<file path="src/rtl/branch_link_pkg.sv">
// Shared encodings for the branch and link unit.
// Assumes the 5-bit opcode field at the top of a 32-bit instruction word.
package branch_link_pkg;
    localparam int OPW = 5;
    localparam int REGW = 5;
    localparam logic [OPW-1:0] OPC_BR  = 5'd8;
    localparam logic [OPW-1:0] OPC_BRL = 5'd9;

    typedef enum logic [2:0] {
        BC_NEVER   = 3'b000,
        BC_ALWAYS  = 3'b001,
        BC_ZERO    = 3'b010,
        BC_NONZERO = 3'b011,
        BC_POS     = 3'b100,
        BC_NEG     = 3'b101,
        BC_RSV6    = 3'b110,
        BC_RSV7    = 3'b111
    } bcond_e;
endpackage

</file>
<file path="src/rtl/branch_field_decode.sv">
// Splits a branch instruction word into its opcode, register and condition
// fields. The positions are fixed by the instruction format, and the unused
// middle of the modifier field is ignored.
module branch_field_decode
    import branch_link_pkg::*;
(
    input  logic [31:0]     instr,
    output logic [OPW-1:0]  op,
    output logic [REGW-1:0] ra,
    output logic [REGW-1:0] rb,
    output logic [REGW-1:0] rc,
    output bcond_e          cond
);
    logic unused_mod;

    // Field extraction
    always_comb begin
        op         = instr[31:27];
        ra         = instr[26:22];
        rb         = instr[21:17];
        rc         = instr[16:12];
        cond       = bcond_e'(instr[2:0]);
        unused_mod = ^instr[11:3];
    end
endmodule

</file>
<file path="src/rtl/branch_cond_eval.sv">
// Evaluates a branch condition against a register value.
// Assumes two's complement, so the sign is the top bit of the value.
module branch_cond_eval
    import branch_link_pkg::*;
#(
    parameter int XLEN = 32
) (
    input  bcond_e          cond,
    input  logic [XLEN-1:0] value,
    output logic            hit
);
    logic is_zero;
    logic sign;

    assign is_zero = (value == '0);
    assign sign    = value[XLEN-1];

    // Condition selection; reserved codes never hit
    always_comb begin
        unique case (cond)
            BC_ALWAYS:  hit = 1'b1;
            BC_ZERO:    hit = is_zero;
            BC_NONZERO: hit = !is_zero;
            BC_POS:     hit = !sign;
            BC_NEG:     hit = sign;
            default:    hit = 1'b0;
        endcase
    end
endmodule

</file>
<file path="src/rtl/branch_link_unit.sv">
// Execute-stage branch resolution for a register-tested branch scheme.
// Opcode 8 jumps to rb_val when the condition on rc_val holds. Opcode 9 does
// the same and also requests a write of the sequential PC into ra, whatever
// the condition. Register reads are performed outside and are presented
// together with the instruction, so the target is always the pre-link value.
module branch_link_unit
    import branch_link_pkg::*;
#(
    parameter int          XLEN     = 32,
    parameter logic [31:0] RESET_PC = 32'h0
) (
    input  logic            clk,
    input  logic            rst_n,
    input  logic            ex_valid,
    input  logic [31:0]     ex_instr,
    input  logic [XLEN-1:0] ex_pc_seq,
    input  logic [XLEN-1:0] rb_val,
    input  logic [XLEN-1:0] rc_val,
    output logic [REGW-1:0] rb_sel,
    output logic [REGW-1:0] rc_sel,
    output logic [XLEN-1:0] pc_q,
    output logic            link_we,
    output logic [REGW-1:0] link_addr,
    output logic [XLEN-1:0] link_data
);
    logic [OPW-1:0]  op;
    logic [REGW-1:0] ra;
    bcond_e          cond;
    logic            cond_hit;
    logic            is_br;
    logic            is_brl;
    logic            take;
    logic [XLEN-1:0] pc_nxt;

    branch_field_decode u_dec (
        .instr (ex_instr),
        .op    (op),
        .ra    (ra),
        .rb    (rb_sel),
        .rc    (rc_sel),
        .cond  (cond)
    );

    branch_cond_eval #(.XLEN(XLEN)) u_cond (
        .cond  (cond),
        .value (rc_val),
        .hit   (cond_hit)
    );

    // Opcode classification and next-PC selection
    always_comb begin
        is_brl = (op == OPC_BRL);
        is_br  = (op == OPC_BR) || is_brl;
        take   = is_br && cond_hit;
        pc_nxt = take ? rb_val : ex_pc_seq;
    end

    // PC register: advances only on a valid instruction
    always_ff @(posedge clk) begin
        if (!rst_n) begin
            pc_q <= XLEN'(RESET_PC);
        end else if (ex_valid) begin
            pc_q <= pc_nxt;
        end
    end

    // Link write request, one cycle per valid branch-and-link
    always_ff @(posedge clk) begin
        if (!rst_n) begin
            link_we   <= 1'b0;
            link_addr <= '0;
            link_data <= '0;
        end else begin
            link_we <= ex_valid && is_brl;
            if (ex_valid && is_brl) begin
                link_addr <= ra;
                link_data <= ex_pc_seq;
            end
        end
    end
endmodule

</file>
<file path="config.mk">
export PLATFORM = sky130hd
export DESIGN_NAME = branch_link_unit
export DESIGN_NICKNAME = d
export VERILOG_FILES = /design/src/rtl/branch_link_pkg.sv /design/src/rtl/branch_field_decode.sv /design/src/rtl/branch_cond_eval.sv /design/src/rtl/branch_link_unit.sv
export SDC_FILE = /design/constraint.sdc
export NUM_CORES = 1
export LEC_CHECK = 0
export BUFFER_PORTS_ARGS = -buffer_cell sky130_fd_sc_hd__buf_2
export CORE_AREA = 10 10 107 109
export CTS_BUF_LIST = sky130_fd_sc_hd__clkbuf_2 sky130_fd_sc_hd__clkbuf_4 sky130_fd_sc_hd__clkbuf_8
export CTS_CLUSTER_DIAMETER = 40
export CTS_CLUSTER_SIZE = 30
export DETAILED_ROUTE_END_ITERATION = 16
export DIE_AREA = 0 0 117 119
export PLACE_DENSITY = 0.75
export SETUP_SLACK_MARGIN = 0.3
export SLEW_MARGIN = 30
export SYNTH_ARGS = -nofsm -noshare
export SYNTH_HDL_FRONTEND = slang
export SYNTH_SLANG_ARGS = --single-unit
</file>
<file path="constraint.sdc">
create_clock -name clk -period 3.28 [get_ports clk]
set_input_delay 0.656 -clock clk [delete_from_list [all_inputs] [get_ports clk]]
set_output_delay 0.656 -clock clk [all_outputs]
set_load 0.005 [all_outputs]
</file>
==> flow_metrics.py <==
metrics = {
    "floorplan": {
        "dieHeight_microns": 119,
        "die_x_microns": 117,
        "ios": 211,
        "die_area_sq_um": 13900,
        "core_sq_um": 9460,
        "initial_core_util": 0.387,
        "rows": 36,
    },
    "routing": {
        "wire_per_inst_microns": 17.7,
        "drtIter0Drc": 163,
        "ant_nets": 0,
        "routed_wl_mm": 12.1,
        "num_vias": 3634,
        "drc": 0,
        "drt_pass1_iterations": 4,
        "vias_per_cell": 5.31,
    },
    "critical_path": {
        "r2r_slack_ps": 2500,
        "worstPathMaxFanout": 32,
        "worst_ep_required_time_ps": 3520,
        "worst-setup-path-type": "input pin to flip-flop",
        "worstRegToRegCells": 2,
        "end_kind": "flip-flop",
        "rr_startpoint": "pc_q[7]",
        "start_kind": "input pin",
        "rr_endpoint": "pc_q[7]",
        "worst-endpoint-arrival_ps": 2710,
    },
    "clocking": {
        "cts_setup_buffers": 0,
        "clockBufferDepth": 2,
        "root_buffer": "clkbuf_8",
        "cts.sinks": 70,
        "tritoncts": "yes",
        "ctsHoldBuffers": 0,
        "clock_latency_ps": 330,
        "cts_resized": 0,
        "clkTransAtPathRegs_ps": 70,
        "cts_max_level": 3,
        "cts_made_buffers": 9,
    },
    "synth": {
        "ys_ff_latch": 70,
        "synth_cell_types": 33,
        "synth-seq-area-share": 0.383,
        "ys_top_cells_by_area": "dfxtp_1 (38%), a221oi_1 (7.7%), a311oi_1 (7.7%), a21boi_0 (7.6%), nand2_1 (7.6%)",
        "yosys_warnings": 0,
        "synth_edf_count": 0,
        "yosysTopAreaCell": "dfxtp_1",
        "avgSynthCellArea_sq_um": 8.82,
        "synthMostInstantiatedCell": "nand2_1",
        "ys_top_cells_by_count": "nand2_1 (74), dfxtp_1 (70), a21boi_0 (37)",
        "syn_inst": 415,
        "synth_top_area_frac": 0.383,
        "syn_nets": 546,
        "synthArstFlopShare": 0,
        "syn_area_sq_um": 3660,
        "ys.flop_type": "dfxtp_1",
    },
    "timing": {
        "slew_headroom": 0.383,
        "worst_pin_slew_ps": 923,
        "fin_worst_skew_ps": 0,
        "hold_viol": 0,
        "finalMaxSlewViolations": 0,
        "setup_viol": 0,
        "rsz0062_at_grt": "no",
        "layout_min_cycle_time_ps": 2470,
        "timing.setup.tns_ps": 0,
        "fmax_mhz": 404,
        "finalCritPeriodShare": 0.754,
    },
    "hold_path": {
        "hp-start": "link_data[12]",
        "worstHoldPathType": "flip-flop to flip-flop",
        "min_path_cells": 2,
        "whs_endpoint": "link_data[12]",
    },
    "global_routing": {
        "grt_pass1_vias": 3701,
        "antenna_found_initial": 0,
        "track_usage": 0.167,
        "grt_pass1_wl_mm": 18.7,
        "gr-total-overflow": 0,
        "grt_max_degree": 99,
    },
    "placed_design": {
        "io_buffers": 181,
        "post-dp-hpwl_mm": 8.80,
        "place.gp.congestion": 0.788,
    },
    "pwr": {
        "leakagePower_nw": 2.07,
        "power_density_nw_per_um2": 391,
        "peakVddDrop_uv": 165,
    },
    "final_layout": {
        "nets": 697,
        "drive_gt1_frac": 0.426,
        "area_delta_synth_final_pct": 24.9,
        "diodes": 0,
        "final_util": 0.484,
    },
    "run": {
        "maxCapViolations": 0,
    },
    "status": {
        "outcome": "complete, no violations",
    },
}
==> logic make-up (layout without fill, tap and decap cells) <==
kind of cell           after synthesis  after routing  synth area share
and+or+nand+nor                    125            125             0.188
AOI/OAI and AO/OA                  137            137             0.283
DFF                                 70             70             0.383
buffers and inverters               83            239             0.147
==> worst max-delay path by stage <==
stage	endpoint	slack, ps	startpoint	depth (start not counted)
floorplan	pc_q[0]	730	ex_instr[31]	7
global placement	pc_q[18]	550	ex_instr[31]	6
detailed placement	pc_q[3]	460	ex_instr[31]	6
CTS	pc_q[19]	830	ex_instr[31]	6
global route	pc_q[23]	710	ex_instr[31]	6
finish	pc_q[19]	810	ex_instr[31]	6
==> routing by layer <==
metal | track usage | vias to the layer above | part of all wire
li1 | - | 1771 | -
met1 | 0.179 | 1716 | 0.39
met2 | 0.294 | 129 | 0.51
met3 | 0.0522 | 18 | 0.076
met4 | 0.0696 | 0 | 0.017
met5 | 0 | - | 0
==> layout by cell type (no fill, tap or decap), types with 2 or more instances in the layout <==
| master | synthesis | layout |
|---|---|---|
| a21boi_0 | 37 | 37 |
| dfxtp_1 | 70 | 70 |
| nor4_1 | 8 | 8 |
| a221oi_1 | 32 | 32 |
| inv_1 | 32 | 32 |
| clkbuf_4 | 0 | 2 |
| nand2b_1 | 2 | 2 |
| buf_2 | 0 | 180 |
| clkbuf_8 | 11 | 10 |
| nand2_1 | 74 | 74 |
| or2b_2 | 29 | 29 |
| clkinv_2 | 0 | 3 |
| o21ai_0 | 32 | 32 |
| a311oi_1 | 32 | 32 |
| buf_4 | 10 | 10 |
| nand4_1 | 2 | 2 |
==> layout make-up <==
cell class	count	area, sq um
Tap cell	114	143
Timing Repair Buffer	191	996
Inverter	32	120
Sequential cell	70	1400
Clock buffer	12	153
Clock inverter	4	22.5
Fill cell	919	4880
Multi-Input combinational cell	262	1740
==> where the power goes <==
group | leakage, nW | internal (W) | total [W] | switching [W]
logic | 1.41 | 0.000128 | 0.000260 | 0.000131
registers | 0.573 | 0.000884 | 0.000901 | 0.0000165
clock network | 0.0930 | 0.000309 | 0.000630 | 0.000321
total | 2.07 | 0.00132 | 0.00179 | 0.000469
==> metrics by stage <==
step	setup slack (ps)	hold slack, ps	cell area (sq um)	cells	power, W
floorplan	732	460	3660	415	0.00106
global placement	545	450	4400	669	0.00117
detailed placement	460	460	4400	669	0.00118
CTS	828	469	4570	685	0.00182
global route	710	483	4570	685	0.00189
finish	806	463	4570	685	0.00179
==> state kept, by name (all words and copies together) (netlist names) <==
name / flops
pc_q: 32
link_we: 1
link_addr: 5
link_data: 32
==> worst max-delay path, stage by stage <==
cell      delay (ps)
buf_2            100
or4b_4           550
nor3b_2          230
or3b_1           430
a22o_4           390
a311oi_1         340
Note: power is estimated with default switching activity, not from simulation.
